[src/rtl/hcm_pkg.sv]
package hcm_pkg;

  localparam int NUM_PHASES = 3;

  // bit 0 = phase A, bit 1 = phase B, bit 2 = phase C
  typedef logic [NUM_PHASES-1:0] phase_vec_t;

  typedef struct packed {
    phase_vec_t hi;
    phase_vec_t lo;
  } drive_t;

  localparam phase_vec_t PH_A    = 3'b001;
  localparam phase_vec_t PH_B    = 3'b010;
  localparam phase_vec_t PH_C    = 3'b100;
  localparam phase_vec_t PH_NONE = 3'b000;
  localparam phase_vec_t PH_ALL  = 3'b111;

endpackage

[src/rtl/hcm_sync.sv]
module hcm_sync #(
  parameter int WIDTH  = 3,
  parameter int STAGES = 2
) (
  input  logic             clk,
  input  logic             rst_n,
  input  logic [WIDTH-1:0] d_i,
  output logic [WIDTH-1:0] q_o
);

  localparam int LAST = STAGES - 1;

  logic [STAGES-1:0][WIDTH-1:0] stage_q;

  always_ff @(posedge clk or negedge rst_n) begin
    if (!rst_n) begin
      stage_q <= '0;
    end else begin
      stage_q[0] <= d_i;
      for (int i = 1; i < STAGES; i++) begin
        stage_q[i] <= stage_q[i-1];
      end
    end
  end

  assign q_o = stage_q[LAST];

endmodule

[src/rtl/hcm_cycle_latch.sv]
module hcm_cycle_latch #(
  parameter int WIDTH = 2
) (
  input  logic             clk,
  input  logic             rst_n,
  input  logic [WIDTH-1:0] set_i,
  input  logic             clr_i,
  output logic [WIDTH-1:0] q_o
);

  logic [WIDTH-1:0] hold_d;
  logic [WIDTH-1:0] hold_q;

  // a request outranks the cycle-start clear in the same cycle
  always_comb begin
    hold_d = hold_q;
    if (clr_i) begin
      hold_d = '0;
    end
    hold_d = hold_d | set_i;
  end

  always_ff @(posedge clk or negedge rst_n) begin
    if (!rst_n) begin
      hold_q <= '0;
    end else begin
      hold_q <= hold_d;
    end
  end

  assign q_o = hold_q;

  AST_LATCH_SETS: assert property (@(posedge clk) disable iff (!rst_n)
    (set_i != '0) |=> ((q_o & $past(set_i)) == $past(set_i))) else $error("latch set lost");

  AST_LATCH_HOLDS: assert property (@(posedge clk) disable iff (!rst_n)
    !clr_i |=> ((q_o & $past(q_o)) == $past(q_o))) else $error("latch dropped without clear");

  AST_LATCH_CLEARS: assert property (@(posedge clk) disable iff (!rst_n)
    (clr_i && set_i == '0) |=> (q_o == '0)) else $error("latch not cleared");

endmodule

[src/rtl/hcm_decode.sv]
module hcm_decode
  import hcm_pkg::*;
(
  input  logic [2:0] code_i,   // {A,B,C}
  input  logic       dir_i,
  output drive_t     drive_o,
  output logic       valid_o
);

  phase_vec_t fwd_hi;
  phase_vec_t fwd_lo;

  always_comb begin
    fwd_hi  = PH_NONE;
    fwd_lo  = PH_NONE;
    valid_o = 1'b1;
    unique case (code_i)
      3'b101: begin fwd_hi = PH_A; fwd_lo = PH_B; end
      3'b100: begin fwd_hi = PH_A; fwd_lo = PH_C; end
      3'b110: begin fwd_hi = PH_B; fwd_lo = PH_C; end
      3'b010: begin fwd_hi = PH_B; fwd_lo = PH_A; end
      3'b011: begin fwd_hi = PH_C; fwd_lo = PH_A; end
      3'b001: begin fwd_hi = PH_C; fwd_lo = PH_B; end
      default: valid_o = 1'b0;
    endcase
  end

  // reverse order: the same pair with high and low phases exchanged
  always_comb begin
    if (dir_i) begin
      drive_o.hi = fwd_hi;
      drive_o.lo = fwd_lo;
    end else begin
      drive_o.hi = fwd_lo;
      drive_o.lo = fwd_hi;
    end
  end

endmodule

[src/rtl/hall_commutator.sv]
module hall_commutator
  import hcm_pkg::*;
#(
  parameter int SYNC_STAGES = 2
) (
  input  logic clk,
  input  logic rst_n,
  input  logic hall_a_i,
  input  logic hall_b_i,
  input  logic hall_c_i,
  input  logic dir_i,
  input  logic brake_i,
  input  logic coast_i,
  input  logic quad_sel_i,
  input  logic oc_trip_i,
  input  logic pwm_off_i,
  input  logic cyc_start_i,
  input  logic uv_i,
  output logic hi_a_o,
  output logic hi_b_o,
  output logic hi_c_o,
  output logic lo_a_o,
  output logic lo_b_o,
  output logic lo_c_o
);

  localparam int CHOP_SRCS = 2;   // bit 1: over-current, bit 0: PWM

  logic [2:0]           hall_raw;
  logic [2:0]           hall_s;
  logic [CHOP_SRCS-1:0] chop_req;
  logic [CHOP_SRCS-1:0] chop_q;
  logic                 chop_on;
  drive_t               table_drv;
  logic                 code_ok;
  drive_t               drv_d;
  drive_t               drv_q;

  assign hall_raw = {hall_a_i, hall_b_i, hall_c_i};
  assign chop_req = {oc_trip_i, pwm_off_i};

  hcm_sync #(
    .WIDTH  (3),
    .STAGES (SYNC_STAGES)
  ) sync_i (
    .clk   (clk),
    .rst_n (rst_n),
    .d_i   (hall_raw),
    .q_o   (hall_s)
  );

  hcm_cycle_latch #(
    .WIDTH (CHOP_SRCS)
  ) chop_latch_i (
    .clk   (clk),
    .rst_n (rst_n),
    .set_i (chop_req),
    .clr_i (cyc_start_i),
    .q_o   (chop_q)
  );

  hcm_decode decode_i (
    .code_i  (hall_s),
    .dir_i   (dir_i),
    .drive_o (table_drv),
    .valid_o (code_ok)
  );

  assign chop_on = |chop_q;

  // priority: undervoltage / coast, then brake, then normal drive
  always_comb begin
    drv_d.hi = PH_NONE;
    drv_d.lo = PH_NONE;
    if (uv_i || coast_i) begin
      drv_d.hi = PH_NONE;
      drv_d.lo = PH_NONE;
    end else if (brake_i) begin
      drv_d.hi = PH_NONE;
      drv_d.lo = chop_on ? PH_NONE : PH_ALL;
    end else if (code_ok) begin
      drv_d.lo = chop_on ? PH_NONE : table_drv.lo;
      if (quad_sel_i) begin
        drv_d.hi = chop_on ? PH_NONE : table_drv.hi;
      end else begin
        drv_d.hi = table_drv.hi;
      end
    end
  end

  always_ff @(posedge clk or negedge rst_n) begin
    if (!rst_n) begin
      drv_q <= '0;
    end else begin
      drv_q <= drv_d;
    end
  end

  assign hi_a_o = drv_q.hi[0];
  assign hi_b_o = drv_q.hi[1];
  assign hi_c_o = drv_q.hi[2];
  assign lo_a_o = drv_q.lo[0];
  assign lo_b_o = drv_q.lo[1];
  assign lo_c_o = drv_q.lo[2];

  AST_NO_SHOOT_THROUGH: assert property (@(posedge clk) disable iff (!rst_n)
    (({hi_c_o, hi_b_o, hi_a_o} & {lo_c_o, lo_b_o, lo_a_o}) == 3'b000)) else $error("phase leg shorted");

  AST_COAST_ALL_OFF: assert property (@(posedge clk) disable iff (!rst_n)
    coast_i |=> ({hi_a_o, hi_b_o, hi_c_o, lo_a_o, lo_b_o, lo_c_o} == 6'b0)) else $error("coast not off");

  AST_UV_ALL_OFF: assert property (@(posedge clk) disable iff (!rst_n)
    uv_i |=> ({hi_a_o, hi_b_o, hi_c_o, lo_a_o, lo_b_o, lo_c_o} == 6'b0)) else $error("undervoltage not off");

  AST_BRAKE_HIGH_OFF: assert property (@(posedge clk) disable iff (!rst_n)
    brake_i |=> ({hi_a_o, hi_b_o, hi_c_o} == 3'b000)) else $error("high side on in brake");

  AST_CHOP_LOW_OFF: assert property (@(posedge clk) disable iff (!rst_n)
    chop_on |=> ({lo_a_o, lo_b_o, lo_c_o} == 3'b000)) else $error("low side on while chopped");

  AST_SINGLE_HIGH: assert property (@(posedge clk) disable iff (!rst_n)
    $onehot0({hi_a_o, hi_b_o, hi_c_o})) else $error("two high sides on");

  AST_SINGLE_LOW_NO_BRAKE: assert property (@(posedge clk) disable iff (!rst_n)
    !brake_i |=> $onehot0({lo_a_o, lo_b_o, lo_c_o})) else $error("two low sides on outside brake");

endmodule

[config.mk]
export PLATFORM = sky130hd
export DESIGN_NAME = hall_commutator
export DESIGN_NICKNAME = d
export VERILOG_FILES = /design/src/rtl/hcm_pkg.sv /design/src/rtl/hcm_sync.sv /design/src/rtl/hcm_cycle_latch.sv /design/src/rtl/hcm_decode.sv /design/src/rtl/hall_commutator.sv
export SDC_FILE = /design/constraint.sdc
export NUM_CORES = 1
export LEC_CHECK = 0
export CORE_MARGIN = 1.5
export CORE_UTILIZATION = 40
export DETAILED_ROUTE_END_ITERATION = 10
export GPL_ROUTABILITY_DRIVEN = 1
export HOLD_SLACK_MARGIN = 0.02
export PLACE_DENSITY = 0.7
export SKIP_CTS_REPAIR_TIMING = 1
export SYNTH_ARGS = -nofsm -noshare
export SYNTH_HDL_FRONTEND = slang
export SYNTH_HIERARCHICAL = 1
export SYNTH_SLANG_ARGS = --single-unit
[constraint.sdc]
create_clock -name clk -period 5.3 [get_ports clk]
set_clock_uncertainty 0.2 [all_clocks]
set_input_delay 1.06 -clock clk [delete_from_list [all_inputs] [get_ports clk]]
set_output_delay 1.06 -clock clk [all_outputs]
set_load 0.05 [all_outputs]
* Yosys cells after proc, flatten, opt, wreduce, memory -nomap -nowiden *
Cells that the tools add are included.
W data, S select, Z words.

storage, ports and cells
  register bits = 14
  input port bits = 13
  output and inout port bits = 6

operators by class
  eq/ne operators = 6
  mux-type cells = 12
  bitwise gates (word level) = 1
  reductions and logical operators = 9

operators by type and width
  cell                  number
  $mux W6               4
  $pmux W3 S3           2
  $reduce_or A2 Y1      7
  $mux W3               4
  $eq A3 B3 Y1 const B  3
  $eq A3 B2 Y1 const B  2
  $reduce_or A6 Y1      1
  $eq A3 B1 Y1 const B  1
  $mux W2               1
  $or A2 B2 Y2          1
  $logic_or A1 B1 Y1    1
  $mux W1               1

* Logic depth before layout (Yosys ltp) *
  word-level depth = 9
  gate-level depth with buffers = 5
  depth with buffers taken out = 4

* By module *
Netlist, hierarchy kept.

by module, submodules not included
  module           instances  cells each  area an instance (um^2)  sequential area each (um^2)
  hall_commutator  1          18          244.0                    150.1
  hcm_sync         1          9           172.7                    150.1
  hcm_decode       1          17          120.1                    0.0
  hcm_cycle_latch  1          5           68.8                     50.0

* Least setup slack after synthesis *
No wires, ideal clock.

  path type = input to register
  start point = input port brake_i
  end point = register drv_q (netlist bit hi_a_o)
  setup time = 0.080 ns
  arrival = 1.756 ns
  slack = 3.264 ns
  stages = 2
  cells stage by stage = or4b_4 -> nor3b_2

RTL lines
  element               line                   text
  start, declared       hall_commutator.sv:12  input logic brake_i,
  end signal, assigned  hall_commutator.sv:95  drv_q <= drv_d;
  end, declared         hall_commutator.sv:37  drive_t drv_q;

* Final worst setup path *
  start point = register drv_q (netlist bit hi_c_o)
  end point = output port hi_c_o

RTL lines
  element        line                   text
  end, declared  hall_commutator.sv:21  output logic hi_c_o,

No word-level cell between the ends.

==> flow_metrics.tcl <==
set metrics [dict create \
    worstSetupStartpointType "flip-flop" \
    vias 414 \
    synth-simple-area-share 0.213 \
    synth_top_family_by_area "simple AND/OR/NAND/NOR gates" \
    r2r_slack_ns 3.47 \
    dr.pass1.iters 4 \
    min_from "sync_i/stage_q[2]" \
    status "complete, no violations" \
    min_path_type "reg -> reg" \
    cp_cell_sequence "clkdlybuf4s50_1" \
    arrival_ns 1.43 \
    synth-compound-area-share 0.0806 \
    synth_cell_types 19 \
    synth_fa_ha_area_frac 0 \
    num_rows 13 \
    period_needed_ns 2.69 \
    clk_pin_slew_worst_paths_ns 0.08 \
    critPathMaxFanout 1 \
    grt_pass1_wl_mm 1.82 \
    overflow 0 \
    critPathRequiredTime_ns 4.04 \
    wl_per_cell_um 12.5 \
    die-area_sq_um 1760 \
    first_global_vias 414 \
    ys_ff_latch 14 \
    start_util 0.449 \
    utilization 0.598 \
    synthMuxAreaShare 0.0661 \
    critPathTopFamily "buffers and inverters" \
    hold_viol 0 \
    seq_area_frac_synth 0.579 \
    syn_area_sq_um 606 \
    root_buffer "clkbuf_4" \
    yosysWarningCount 6 \
    cts_sinks 14 \
    tns_ns 0 \
    globalRouteTotalUtil 0.141 \
    clockBufferDepth 2 \
    remaining_drc_errors 0 \
    tightest_slew_ns 0.602 \
    relSlewSlack 0.598 \
    synthCells 49 \
    ioPinCount 19 \
    setup_viol 0 \
    ant_nets 0 \
    place_hpwl_um 801 \
    power.leakage_nw 0.351 \
    nFillCells 117 \
    vdd_drop_max_v 0.000162 \
    totalWireLength_mm 1.03 \
    htreeDepth 1 \
    grt_max_degree 15 \
    final_cells 82 \
    slowest_stage "clkdlybuf4s50_1" \
    clock.fmax_ghz 0.372 \
    rr_worst_depth 4 \
    drive_gt1_frac 0.134 \
    maxCapViolCount 0 \
    reg2reg_from "sync_i/q_o[0]" \
    cts_tree "built" \
    area.growth.synth_to_final_pct 33.3 \
    p_per_area_nw_per_um2 265 \
    crit_type "reg -> out" \
    portBuffers 18 \
    routabilityCongestion 0.642 \
    timing.rr.end "hi_a_o" \
    cp_num_buf_inv 1 \
    cts_buffers 3 \
    synthesis.nets 62 \
    coreArea_sq_um 1350 \
    place_inst 78 \
    vias_per_cell 5.05 \
    synth_xor_area_frac 0 \
    fin_nets 81 \
    min_to "sync_i/q_o[2]" \
    crit_path_max_incr_delay_ns 0.81 \
    crit_path_end_kind "output port" \
    synth.avg_cell_area_sq_um 12.4 \
    slew_violations 0 \
    period_share 0.508 \
    die_w_um 41.9 \
    design_power_total_mw 0.214 \
    antenna_found_initial 0 \
    rsz0062_at_grt "no" \
    chipHeight_um 41.9 \
    drt_iter0_drc 10 \
    whs_path_depth 0 \
    clock_latency_ns 0.27 \
    n_antenna_cell 0 \
]
## final cells by class
cell class | count | area (sq um) | area share
Timing Repair Buffer | 18 | 180 | 0.223
Clock buffer | 4 | 36.3 | 0.0450
Tap cell | 15 | 18.8 | 0.0233
Sequential cell | 14 | 350 | 0.434
Multi-Input combinational cell | 30 | 218 | 0.270
Inverter | 1 | 3.75 | 0.00465
## state kept, by name (all words and copies together) (netlist names)
signal / flops
lo_a_o: 1
sync_i/q_o: 3
hi_b_o: 1
chop_latch_i/q_o: 2
hi_c_o: 1
lo_c_o: 1
hi_a_o: 1
sync_i/stage_q: 3
lo_b_o: 1
## metrics by stage
step | instance area (sq um) | hold WS [ns] | worst slack, ns
3_3_place_gp | 771 | 0.133 | 2.75
2_1_floorplan | 606 | 0.131 | 3.26
5_1_grt | 807 | 0.174 | 2.57
4_1_cts | 807 | 0.157 | 2.61
3_5_place_dp | 771 | 0.139 | 2.73
6_report | 807 | 0.156 | 2.61
## per-layer routing
layer	track usage	vias to the layer above	wire length (um)
met5	0	-	0
met4	0.0581	0	4
met3	0.0478	2	66
met2	0.213	18	465
met1	0.184	193	492
li1	-	201	-
## cell usage in the layout, fill, tap and decap left out
cell type         n
or2_1             1
or4b_4            1
a21oi_1           3
nand3b_1          2
nand2b_1          3
inv_1             1
clkbuf_8          1
a21o_1            2
and3_1            1
nor2_1            4
clkbuf_4          3
nor3b_2           3
nor3_1            1
o21ai_1           2
or4_1             1
clkdlybuf4s50_1  18
dfrtp_1          14
mux2i_1           4
o21a_2            1
nand2_1           1
## power by group
part           internal, mW  leakage [nW]  switching [mW]
logic                0.0147         0.155          0.0113
registers             0.111         0.175         0.00324
clock network        0.0417        0.0210          0.0327
## worst max path at each step
stage             from  endpoint  depth (start not counted)
2_1_floorplan  brake_i    hi_a_o                          2
3_3_place_gp   brake_i    hi_c_o                          3
3_5_place_dp   brake_i    hi_c_o                          3
4_1_cts         hi_c_o    hi_c_o                          1
5_1_grt         hi_c_o    hi_c_o                          1
6_report        hi_c_o    hi_c_o                          1
## cell usage after synthesis
master / count / area share
buf_6: 1 / 0.019
a21oi_1: 3 / 0.025
nor2_1: 4 / 0.025
nor3_1: 1 / 0.0083
buf_4: 3 / 0.037
or2_1: 1 / 0.010
o21ai_1: 2 / 0.017
mux2i_1: 4 / 0.066
inv_1: 1 / 0.0062
dfrtp_1: 14 / 0.58
a21o_1: 2 / 0.025
nor3b_2: 3 / 0.062
nand2_1: 1 / 0.0062
nand3b_1: 2 / 0.025
o21a_2: 1 / 0.014
and3_1: 1 / 0.010
or4_1: 1 / 0.012
nand2b_1: 3 / 0.031
or4b_4: 1 / 0.023
## kinds of logic after synthesis
logic type	count (synthesis)
DFF	14
and+or+nand+nor	18
muxes	4
AOI/OAI and AO/OA	8
buffers and inverters	5
(Power assumes the default switching activity.)
